**src/rtl/tgs_pkg.sv**
```systemverilog
package tgs_pkg;
    typedef enum logic [1:0] {
        ST_IDLE  = 2'b00,
        ST_BUSY  = 2'b01,
        ST_DONE  = 2'b10,
        ST_DRAIN = 2'b11
    } tgs_state_e;
endpackage

```
**src/rtl/tgs_delay_line.sv**
```systemverilog
module tgs_delay_line #(
    parameter int DEPTH = 3
) (
    input  logic clk,
    input  logic rst,
    input  logic din,
    output logic dout
);
    generate
        if (DEPTH == 0) begin : g_wire
            assign dout = din;
        end else begin : g_regs
            logic [DEPTH-1:0] stage;
            for (genvar i = 0; i < DEPTH; i++) begin : g_stage
                if (i == 0) begin : g_first
                    always_ff @(posedge clk) begin
                        if (rst) stage[0] <= 1'b0;
                        else     stage[0] <= din;
                    end
                    assert_first_stage_R2: assert property (@(posedge clk) disable iff (rst)
                        1'b1 |=> stage[0] == $past(din));
                end else begin : g_next
                    always_ff @(posedge clk) begin
                        if (rst) stage[i] <= 1'b0;
                        else     stage[i] <= stage[i-1];
                    end
                    assert_shift_stage_R2: assert property (@(posedge clk) disable iff (rst)
                        1'b1 |=> stage[i] == $past(stage[i-1]));
                end
            end
            assign dout = stage[DEPTH-1];
        end
    endgenerate
endmodule

```
**src/rtl/tgs_drain_counter.sv**
```systemverilog
module tgs_drain_counter #(
    parameter int LEVEL = 3
) (
    input  logic clk,
    input  logic rst,
    input  logic load,
    input  logic dec,
    output logic zero
);
    localparam int CW    = (LEVEL <= 1) ? 1 : $clog2(LEVEL);
    localparam int LOADV = (LEVEL > 0) ? LEVEL - 1 : 0;

    logic [CW-1:0] cnt;

    always_ff @(posedge clk) begin
        if (rst)       cnt <= '0;
        else if (load) cnt <= CW'(LOADV);
        else if (dec && cnt != '0) cnt <= cnt - 1'b1;
    end

    assign zero = (cnt == '0);

    assert_load_value_R7: assert property (@(posedge clk) disable iff (rst)
        load |=> cnt == CW'(LOADV));
    assert_count_down_R7: assert property (@(posedge clk) disable iff (rst)
        (dec && !load && cnt != '0) |=> cnt == $past(cnt) - 1'b1);
endmodule

```
**src/rtl/tgs_fsm.sv**
```systemverilog
module tgs_fsm
    import tgs_pkg::*;
#(
    parameter int NUM_TASKS = 4,
    parameter int LEVEL     = 3,
    localparam int DW       = (NUM_TASKS > 0) ? NUM_TASKS : 1
) (
    input  logic          clk,
    input  logic          rst,
    input  logic          go,
    input  logic [DW-1:0] task_done,
    input  logic          cnt_zero,
    output logic          in_idle,
    output logic          in_done,
    output logic          cnt_load,
    output logic          cnt_dec
);
    tgs_state_e state, state_nx;
    logic       all_done;

    generate
        if (NUM_TASKS == 0) begin : g_none
            assign all_done = 1'b1;
        end else begin : g_some
            assign all_done = &task_done;
        end
    endgenerate

    always_ff @(posedge clk) begin
        if (rst) state <= ST_IDLE;
        else     state <= state_nx;
    end

    always_comb begin
        state_nx = state;
        unique case (state)
            ST_IDLE:  if (go)       state_nx = ST_BUSY;
            ST_BUSY:  if (all_done) state_nx = ST_DONE;
            ST_DONE:  state_nx = (LEVEL > 0) ? ST_DRAIN : ST_IDLE;
            ST_DRAIN: if (cnt_zero) state_nx = ST_IDLE;
            default:  state_nx = ST_IDLE;
        endcase
    end

    always_comb begin
        in_idle  = (state == ST_IDLE);
        in_done  = (state == ST_DONE);
        cnt_load = (state == ST_DONE);
        cnt_dec  = (state == ST_DRAIN);
    end

    assert_idle_launch_R3: assert property (@(posedge clk) disable iff (rst)
        (state == ST_IDLE && go) |=> state == ST_BUSY);
    assert_idle_hold_R3: assert property (@(posedge clk) disable iff (rst)
        (state == ST_IDLE && !go) |=> state == ST_IDLE);
    assert_busy_hold_R4: assert property (@(posedge clk) disable iff (rst)
        (state == ST_BUSY && !all_done) |=> state == ST_BUSY);
    assert_busy_exit_R4: assert property (@(posedge clk) disable iff (rst)
        (state == ST_BUSY && all_done) |=> state == ST_DONE);
    generate
        if (LEVEL > 0) begin : g_drain_chk
            assert_done_to_drain_R7: assert property (@(posedge clk) disable iff (rst)
                state == ST_DONE |=> state == ST_DRAIN);
        end else begin : g_nodrain_chk
            assert_done_to_idle_R7: assert property (@(posedge clk) disable iff (rst)
                state == ST_DONE |=> state == ST_IDLE);
        end
    endgenerate
endmodule

```
**src/rtl/task_group_sequencer.sv**
```systemverilog
module task_group_sequencer #(
    parameter int NUM_TASKS = 4,
    parameter int LEVEL     = 3,
    localparam int DW       = (NUM_TASKS > 0) ? NUM_TASKS : 1
) (
    input  logic          clk,
    input  logic          rst,
    input  logic          start,
    input  logic [DW-1:0] task_done,
    output logic          idle,
    output logic          ready,
    output logic          done,
    output logic          start_out,
    output logic          done_out
);
    logic go_q;
    logic in_done;
    logic cnt_load, cnt_dec, cnt_zero;
    logic done_q;

    tgs_delay_line #(.DEPTH(LEVEL)) u_start_chain (
        .clk  (clk),
        .rst  (rst),
        .din  (start),
        .dout (go_q)
    );

    tgs_fsm #(.NUM_TASKS(NUM_TASKS), .LEVEL(LEVEL)) u_fsm (
        .clk       (clk),
        .rst       (rst),
        .go        (go_q),
        .task_done (task_done),
        .cnt_zero  (cnt_zero),
        .in_idle   (idle),
        .in_done   (in_done),
        .cnt_load  (cnt_load),
        .cnt_dec   (cnt_dec)
    );

    tgs_drain_counter #(.LEVEL(LEVEL)) u_drain (
        .clk  (clk),
        .rst  (rst),
        .load (cnt_load),
        .dec  (cnt_dec),
        .zero (cnt_zero)
    );

    tgs_delay_line #(.DEPTH(LEVEL)) u_done_chain (
        .clk  (clk),
        .rst  (rst),
        .din  (in_done),
        .dout (done_q)
    );

    assign ready     = in_done;
    assign done      = done_q;
    assign done_out  = done_q;
    assign start_out = go_q;

    assert_ready_pulse_R5: assert property (@(posedge clk) disable iff (rst)
        ready |=> !ready);
    assert_ready_not_idle_R8: assert property (@(posedge clk) disable iff (rst)
        !(ready && idle));
endmodule

```
**config.mk**
```make
export PLATFORM = sky130hd
export DESIGN_NAME = task_group_sequencer
export DESIGN_NICKNAME = d
export VERILOG_FILES = /design/src/rtl/tgs_pkg.sv /design/src/rtl/tgs_delay_line.sv /design/src/rtl/tgs_drain_counter.sv /design/src/rtl/tgs_fsm.sv /design/src/rtl/task_group_sequencer.sv
export SDC_FILE = /design/constraint.sdc
export NUM_CORES = 1
export LEC_CHECK = 0
export BUFFER_PORTS_ARGS = -buffer_cell sky130_fd_sc_hd__buf_2
export CAP_MARGIN = 25
export CELL_PAD_IN_SITES_DETAIL_PLACEMENT = 1
export CELL_PAD_IN_SITES_GLOBAL_PLACEMENT = 1
export CORE_MARGIN = 2
export CORE_UTILIZATION = 25
export CTS_BUF_LIST = sky130_fd_sc_hd__clkbuf_8 sky130_fd_sc_hd__clkbuf_16
export CTS_CLUSTER_DIAMETER = 200
export DETAILED_ROUTE_END_ITERATION = 10
export GPL_ROUTABILITY_DRIVEN = 0
export PLACE_DENSITY = 0.59
export SKIP_LAST_GASP = 1
export SYNTH_ARGS = -nofsm -noshare
export SYNTH_HDL_FRONTEND = slang
export SYNTH_HIERARCHICAL = 1
export SYNTH_SLANG_ARGS = --single-unit
```
**constraint.sdc**
```tcl
create_clock -name clk -period 1.8 [get_ports clk]
set_input_delay 0.36 -clock clk [delete_from_list [all_inputs] [get_ports clk]]
set_output_delay 0.36 -clock clk [all_outputs]
set_load 0.01 [all_outputs]
```
==> results of run 1 <==
## cell families after synthesis
logic type	synth area share (%)
muxes	4.48
AOI/OAI and AO/OA	5.60
adders and majority gates	14.0
and+or+nand+nor	20.7
xor gates and xnor gates	1.96
DFF	44.8
buffers and inverters	8.40
## path summary, 6_finish.rpt
path	endpoint	startpoint	depth (start not counted)
worst min register to register	u_start_chain/dout$_SDFF_PP0_	u_start_chain/g_regs.stage[1]$_SDFF_PP0_	1
worst max-delay path	ready	u_fsm/state[0]$_SDFFE_PP0P_	3
worst min-delay path	u_start_chain/g_regs.stage[0]$_SDFF_PP0_	start	2
worst max register to register	u_fsm/state[1]$_SDFFE_PP0P_	u_fsm/state[0]$_SDFFE_PP0P_	4
## through the flow
| stage | instances | setup slack [ns] | util, % |
|---|---|---|---|
| 2_1_floorplan | 43 | 0.390 | - |
| 3_3_place_gp | 77 | 0.289 | 30.3 |
| 3_5_place_dp | 77 | 0.293 | 30.3 |
| 4_1_cts | 81 | 0.265 | 33.6 |
| 5_1_grt | 81 | 0.124 | 33.6 |
| 6_report | 81 | 0.285 | 33.6 |
## layer usage
metal	track usage, %	share of wire [%]
met3	7.06	8.7
met5	0	0
met4	0	0
met1	10.1	46
met2	12.5	46
## sequential cells by signal (all words and copies together) (netlist names)
name	cells
u_done_chain/g_regs.stage	2
u_drain/cnt	2
u_fsm/state	2
u_start_chain/g_regs.stage	2
u_done_chain/dout	1
u_start_chain/dout	1
## synth_stat cells
cell type,count
nor3b_1,1
inv_1,6
o21bai_1,1
nor3_1,1
a211oi_1,1
mux2i_1,2
nand4_1,1
buf_4,2
nand2b_4,1
nand2b_1,3
nor2b_1,6
ha_1,5
dfxtp_1,10
a222oi_1,1
nor2_1,1
xnor2_1,1
## worst max-delay path, stage by stage (launching register included)
cell and delay (ns):
dfxtp_1 0.39, inv_1 0.08, ha_1 0.28, buf_2 0.17
## final cells by class
class                      instances  area [um^2]  area share (%)
tap                               25         31.3            5.46
sequential                        10          200            34.9
inverter                           6         22.5            3.93
multi-input combinational         25          209            36.5
timing repair buffer              11         55.1            9.61
clock buffer                       4         55.1            9.61
## cell usage in the layout, fill, tap and decap left out
cell type,synthesis,final
a211oi_1,1,1
a222oi_1,1,1
buf_2,0,11
clkbuf_8,0,4
dfxtp_1,10,10
ha_1,5,5
inv_1,6,6
mux2i_1,2,2
nand2b_1,3,3
nand2b_4,1,1
nand4_1,1,1
nor2_1,1,1
nor2b_1,6,6
nor3_1,1,1
nor3b_1,1,1
o21bai_1,1,1
xnor2_1,1,1
## power breakdown
group	leakage, nW	internal (mW)	switching, mW
Combinational	0.147	0.0593	0.0581
Clock	0.0288	0.192	0.0809
Sequential	0.0813	0.241	0.0135
==> metrics.txt, run 1 <==
# TYPE chip_impl_metric gauge
chip_impl_metric{name="ff2ff_setup_slack",unit="ns"} 0.30
chip_impl_metric{name="insertedDiodeCount",unit=""} 0
chip_impl_metric{name="critical_path_peak_fanout",unit=""} 6
chip_impl_metric{name="final_cell_area",unit="um^2"} 573
chip_impl_metric{name="io_pins",unit=""} 12
chip_impl_metric{name="ys_warn_count",unit=""} 6
chip_impl_metric{name="cts_inserted_buffers",unit=""} 3
chip_impl_metric{name="grt_first_pass_wirelength",unit="mm"} 1.22
chip_impl_metric{name="drive_above_1_share",unit="%"} 28.6
chip_impl_metric{name="grt_start_max_net_pins",unit=""} 13
chip_impl_metric{name="total_nets_after_synthesis",unit=""} 55
chip_impl_metric{name="avgRoutedWirePerCell",unit="um"} 9.20
chip_impl_metric{name="flow.area_growth_from_synthesis",unit="%"} 28.3
chip_impl_metric{name="fin_skew",unit="ns"} 0.000469
chip_impl_metric{name="portBuffers",unit=""} 11
chip_impl_metric{name="mean_cell_area_of_the_mapped_netlist",unit="um^2"} 10.4
chip_impl_metric{name="finalNetCount",unit=""} 69
chip_impl_metric{name="power_per_unit_of_standard_cell_area",unit="mW/mm^2"} 1120
chip_impl_metric{name="max_clock_freq",unit="GHz"} 0.660
chip_impl_metric{name="synth_sequential_area_ratio",unit="%"} 44.8
chip_impl_info{name="yosys.area.top_type",value="dfxtp_1"} 1
chip_impl_metric{name="synth.ff_latch_count",unit=""} 10
chip_impl_metric{name="total_standard_cell_area_after_synthesis",unit="um^2"} 447
chip_impl_metric{name="clockBufferDepth",unit=""} 2
chip_impl_metric{name="antenna_violations_before_repair",unit=""} 0
chip_impl_metric{name="detail_route.drc_violations",unit=""} 0
chip_impl_info{name="tritoncts",value="built"} 1
chip_impl_metric{name="viasPerCell",unit=""} 3.91
chip_impl_metric{name="fin_tns_setup",unit="ns"} 0
chip_impl_metric{name="drtPass1Iterations",unit=""} 4
chip_impl_metric{name="hold-worst-slack",unit="ns"} 0.337
chip_impl_metric{name="initialDrtViolationCount",unit=""} 6
chip_impl_metric{name="die-height",unit="um"} 46.3
chip_impl_metric{name="cellLeakagePower",unit="nW"} 0.257
chip_impl_metric{name="rows",unit=""} 15
chip_impl_metric{name="clock_sinks",unit=""} 10
chip_impl_metric{name="cts_hold_buf",unit=""} 0
chip_impl_info{name="critPathCaptureType",value="output port"} 1
chip_impl_metric{name="postRouteWirelength",unit="um"} 745
chip_impl_metric{name="place.detailed.hpwl",unit="um"} 604
chip_impl_metric{name="nFillCells",unit=""} 201
chip_impl_info{name="root_buffer",value="clkbuf_8"} 1
chip_impl_metric{name="worst_setup_hold_path_clk_slew",unit="ns"} 0.05
chip_impl_metric{name="crit_arrival",unit="ns"} 1.16
chip_impl_info{name="cell_types_with_the_largest_area_share_after_synthesis",value="dfxtp_1 45%, ha_1 14%, nor2b_1 8.4%"} 1
chip_impl_metric{name="timing_hold_violations_final",unit=""} 0
chip_impl_metric{name="placedInstanceArea",unit="um^2"} 518
chip_impl_metric{name="synth_top_area_share",unit="%"} 44.8
chip_impl_metric{name="insertion_delay",unit="ns"} 0.23
chip_impl_metric{name="post_route_clock_period_utilization",unit="%"} 84.2
chip_impl_metric{name="start_util",unit="%"} 26.2
chip_impl_metric{name="vdd.ir_drop.worst",unit="V"} 0.000590
chip_impl_metric{name="p_total",unit="uW"} 644
chip_impl_metric{name="antenna_left",unit=""} 0
chip_impl_metric{name="vias",unit=""} 317
chip_impl_metric{name="post_synth_num_cell_types",unit=""} 16
chip_impl_metric{name="final-max-slew-violation-count",unit=""} 0
chip_impl_metric{name="cts.repair_timing.setup_buffer_count",unit=""} 0
chip_impl_metric{name="report.final.setup_viol",unit=""} 0
chip_impl_info{name="timing.hold.worst.class",value="in2reg"} 1
chip_impl_metric{name="maxCapViolations",unit=""} 0
chip_impl_metric{name="max-slew-margin-rel",unit="%"} 66.7
chip_impl_metric{name="netlist_instances",unit=""} 43
chip_impl_metric{name="globalRoute.totalOverflow",unit=""} 0
chip_impl_metric{name="die-width",unit="um"} 46.3
chip_impl_metric{name="fp.dieArea",unit="mm^2"} 0.00214
chip_impl_metric{name="cts-resized-gates",unit=""} 0
chip_impl_info{name="rsz_0062_raised_after_global_routing",value="no"} 1
chip_impl_info{name="outcome",value="finished, final reports clean"} 1
chip_impl_info{name="worstSetupPathType",value="reg2out"} 1
chip_impl_metric{name="htree_levels",unit=""} 1
chip_impl_metric{name="cp_data_required_time",unit="ns"} 1.44
chip_impl_metric{name="worst_margin_pin_slew",unit="ns"} 0.500
chip_impl_metric{name="global_route_usage_over_all_layers",unit="%"} 8.48
chip_impl_metric{name="core_area",unit="mm^2"} 0.00171
chip_impl_info{name="timing.critical_path.from_type",value="flip-flop"} 1
chip_impl_metric{name="grt_pass1_vias",unit=""} 286
chip_impl_metric{name="layout_min_cycle_time",unit="ns"} 1.52
Power figures use the tool's default switching activity.
==> run 2: changes to the inputs <==
--- a/config.mk
+++ b/config.mk
@@ -5,6 +5,7 @@
 export SDC_FILE = /design/constraint.sdc
 export NUM_CORES = 1
 export LEC_CHECK = 0
+export ABC_AREA = 1
 export BUFFER_PORTS_ARGS = -buffer_cell sky130_fd_sc_hd__buf_2
 export CAP_MARGIN = 25
 export CELL_PAD_IN_SITES_DETAIL_PLACEMENT = 1
@@ -15,7 +16,7 @@
 export CTS_CLUSTER_DIAMETER = 200
 export DETAILED_ROUTE_END_ITERATION = 10
 export GPL_ROUTABILITY_DRIVEN = 0
-export PLACE_DENSITY = 0.59
+export PLACE_DENSITY = 0.64
 export SKIP_LAST_GASP = 1
 export SYNTH_ARGS = -nofsm -noshare
 export SYNTH_HDL_FRONTEND = slang
==> constraint.sdc (replaced) <==
create_clock -name clk -period 1.3 [get_ports clk]
set_input_delay 0.26 -clock clk [delete_from_list [all_inputs] [get_ports clk]]
set_output_delay 0.26 -clock clk [all_outputs]
set_load 0.01 [all_outputs]
==> metrics.txt, run 2 <==
# TYPE chip_impl_metric gauge
chip_impl_metric{name="place.detailed.hpwl",unit="um"} 684
chip_impl_metric{name="drive_above_1_share",unit="%"} 28.7
chip_impl_metric{name="cts_hold_buf",unit=""} 0
chip_impl_metric{name="worst_setup_hold_path_clk_slew",unit="ns"} 0.05
chip_impl_metric{name="clockBufferDepth",unit=""} 2
chip_impl_info{name="regToRegStartpoint",value="u_fsm/state[1]$_SDFFE_PP0P_"} 1
chip_impl_metric{name="async_flop_share",unit="%"} 0
chip_impl_metric{name="crit_arrival",unit="ns"} 0.99
chip_impl_metric{name="nFillCells",unit=""} 242
chip_impl_metric{name="total_nets_after_synthesis",unit=""} 79
chip_impl_metric{name="final-max-slew-violation-count",unit=""} 0
chip_impl_metric{name="max_clock_freq",unit="GHz"} 0.800
chip_impl_metric{name="hold-worst-slack",unit="ns"} 0.227
chip_impl_info{name="yosys.area.top_type",value="dfxtp_1"} 1
chip_impl_metric{name="fin_skew",unit="ns"} 0.000877
chip_impl_metric{name="detailedPlace.worstSlack",unit="ns"} 0.0692
chip_impl_metric{name="insertedDiodeCount",unit=""} 0
chip_impl_metric{name="viasPerCell",unit=""} 3.76
chip_impl_metric{name="core_area",unit="mm^2"} 0.00176
chip_impl_info{name="rsz_0062_raised_after_global_routing",value="no"} 1
chip_impl_metric{name="post_route_clock_period_utilization",unit="%"} 96.1
chip_impl_info{name="ys_top_cells_by_count",value="17 x inv_1, 12 x nand2_1, 10 x dfxtp_1"} 1
chip_impl_metric{name="max-slew-margin-rel",unit="%"} 87.7
chip_impl_info{name="most-common-layout-cells",value="16 x inv_1, 12 x nand2_1, 11 x buf_2"} 1
chip_impl_metric{name="postRouteWirelength",unit="um"} 860
chip_impl_metric{name="core_utilization_of_the_finished_layout",unit="%"} 35.4
chip_impl_info{name="outcome",value="finished, final reports clean"} 1
chip_impl_metric{name="avgRoutedWirePerCell",unit="um"} 8.19
chip_impl_metric{name="critical_path_peak_fanout",unit=""} 4
chip_impl_metric{name="cts.repair_timing.setup_buffer_count",unit=""} 0
chip_impl_metric{name="io_pins",unit=""} 12
chip_impl_info{name="root_buffer",value="clkbuf_8"} 1
chip_impl_metric{name="netlist_instances",unit=""} 67
chip_impl_metric{name="worst_margin_pin_slew",unit="ns"} 0.185
chip_impl_metric{name="maxCapViolations",unit=""} 0
chip_impl_metric{name="antenna_violations_before_repair",unit=""} 0
chip_impl_metric{name="globalRoute.totalOverflow",unit=""} 0
chip_impl_info{name="setup.worst_path.start",value="u_fsm/state[1]$_SDFFE_PP0P_"} 1
chip_impl_metric{name="synth_sequential_area_ratio",unit="%"} 41.7
chip_impl_metric{name="drtPass1Iterations",unit=""} 2
chip_impl_metric{name="initialDrtViolationCount",unit=""} 3
chip_impl_metric{name="start_util",unit="%"} 27.2
chip_impl_metric{name="global_route_usage_over_all_layers",unit="%"} 8.77
chip_impl_metric{name="cellLeakagePower",unit="nW"} 0.321
chip_impl_info{name="timing.critical_path.cells",value="inv_1, ha_2, buf_2"} 1
chip_impl_metric{name="grt_start_max_net_pins",unit=""} 9
chip_impl_metric{name="detail_route.drc_violations",unit=""} 0
chip_impl_metric{name="die-width",unit="um"} 47.8
chip_impl_info{name="critPathCaptureType",value="output port"} 1
chip_impl_metric{name="synth.ff_latch_count",unit=""} 10
chip_impl_info{name="cell_types_with_the_largest_area_share_after_synthesis",value="dfxtp_1 42%, inv_1 13%, ha_1 13%"} 1
chip_impl_metric{name="layout_min_cycle_time",unit="ns"} 1.25
chip_impl_info{name="hp-start",value="start"} 1
chip_impl_info{name="tritoncts",value="built"} 1
chip_impl_metric{name="ff2ff_setup_slack",unit="ns"} 0.17
chip_impl_metric{name="worst-path-buf-inv",unit=""} 2
chip_impl_metric{name="fp.dieArea",unit="mm^2"} 0.00229
chip_impl_metric{name="antenna_left",unit=""} 0
chip_impl_info{name="crit_path_top_delay_cell",value="dfxtp_2"} 1
chip_impl_info{name="synthMostInstantiatedCell",value="inv_1"} 1
chip_impl_metric{name="clock_sinks",unit=""} 10
chip_impl_metric{name="timing_hold_violations_final",unit=""} 0
chip_impl_metric{name="die-height",unit="um"} 47.8
chip_impl_metric{name="fin_tns_setup",unit="ns"} 0
chip_impl_info{name="final_common_cell",value="inv_1"} 1
chip_impl_metric{name="mean_cell_area_of_the_mapped_netlist",unit="um^2"} 7.17
chip_impl_metric{name="post_synth_num_cell_types",unit=""} 11
chip_impl_metric{name="report.final.setup_viol",unit=""} 0
chip_impl_metric{name="portBuffers",unit=""} 11
chip_impl_metric{name="htree_levels",unit=""} 1
chip_impl_metric{name="synth_top_area_share",unit="%"} 41.7
chip_impl_info{name="cp_top_family",value="flip-flops"} 1
chip_impl_info{name="predominant_post_synthesis_flop_cell",value="dfxtp_1"} 1
chip_impl_info{name="timing.hold.worst.class",value="in2reg"} 1
chip_impl_metric{name="insertion_delay",unit="ns"} 0.23
chip_impl_metric{name="ys_warn_count",unit=""} 6
chip_impl_metric{name="rows",unit=""} 15
chip_impl_metric{name="vdd.ir_drop.worst",unit="V"} 0.000823
chip_impl_metric{name="grt_first_pass_wirelength",unit="mm"} 1.33
chip_impl_info{name="timing.critical_path.from_type",value="flip-flop"} 1
chip_impl_metric{name="power_per_unit_of_standard_cell_area",unit="mW/mm^2"} 1970
chip_impl_metric{name="critPathMaxStageDelay",unit="ns"} 0.36
chip_impl_metric{name="fin_ws",unit="ns"} 0.0505
chip_impl_metric{name="synth_edf_count",unit=""} 0
chip_impl_metric{name="grt_pass1_vias",unit=""} 317
chip_impl_metric{name="flow.area_growth_from_synthesis",unit="%"} 29.9
chip_impl_metric{name="total_standard_cell_area_after_synthesis",unit="um^2"} 480
chip_impl_metric{name="cts_inserted_buffers",unit=""} 3
chip_impl_metric{name="cp_data_required_time",unit="ns"} 1.04
chip_impl_metric{name="vias",unit=""} 395
chip_impl_info{name="worstSetupPathType",value="reg2out"} 1
chip_impl_metric{name="finalNetCount",unit=""} 93
## run 2: worst paths after layout
kind         cells past startpoint                                        to
max reg2reg                      8               u_fsm/state[1]$_SDFFE_PP0P_
max                              3                                      idle
min                              3  u_start_chain/g_regs.stage[0]$_SDFF_PP0_
min reg2reg                      2             u_start_chain/dout$_SDFF_PP0_
## run 2: logic make-up after synthesis
| kind of cell | count (synthesis) | synth area share [%] |
|---|---|---|
| adders and majority gates | 5 | 13.0 |
| DFF | 10 | 41.7 |
| buffers and inverters | 22 | 18.7 |
| and+or+nand+nor | 26 | 21.6 |
| AOI/OAI and AO/OA | 4 | 4.95 |
## run 2: where the power goes
group          switching (mW)  internal [mW]
combinational           0.248          0.185
clock                   0.119          0.266
sequential             0.0437          0.366
## run 2: worst reg2reg max path, cell delays in order (launching register included)
cell	delay, ns
dfxtp_2	0.36
inv_1	0.07
ha_2	0.18
nand2_1	0.06
nand2_1	0.05
inv_1	0.10
nand3_1	0.09
nand2_1	0.07
nor2_1	0.03
## run 2: area by class of cell
class	count	area, um^2	area share [%]
Multi-Input combinational cell	35	205	32.9
Timing Repair Buffer	11	55.1	8.82
Tap cell	25	31.3	5.01
Clock buffer	4	55.1	8.82
Sequential cell	10	203	32.5
Inverter	20	75.1	12.0
## run 2: metal layers
metal	track usage, %	routed length (um)	up-vias
met5	0	0	-
met2	13.1	418	7
met3	5.66	37	0
li1	-	-	216
met4	3.24	0	0
met1	10.1	405	172
## run 2: timing repair
| item | in CTS | in global routing |
|---|---|---|
| endpoints found under the setup margin | 2 | 2 |
| cloned | 0 | 0 |
| resized for setup | 4 | 2 |
| pin swaps | 0 | 0 |
## run 2: metrics by stage
| step | power [mW] | instances | cell area [um^2] |
|---|---|---|---|
| after global routing | 1.33 | 105 | 624 |
| after global placement | 0.807 | 101 | 552 |
| after floorplan | 0.723 | 67 | 480 |
| after detailed placement | 0.817 | 101 | 552 |
| final | 1.23 | 105 | 624 |
| after CTS | 1.23 | 105 | 614 |
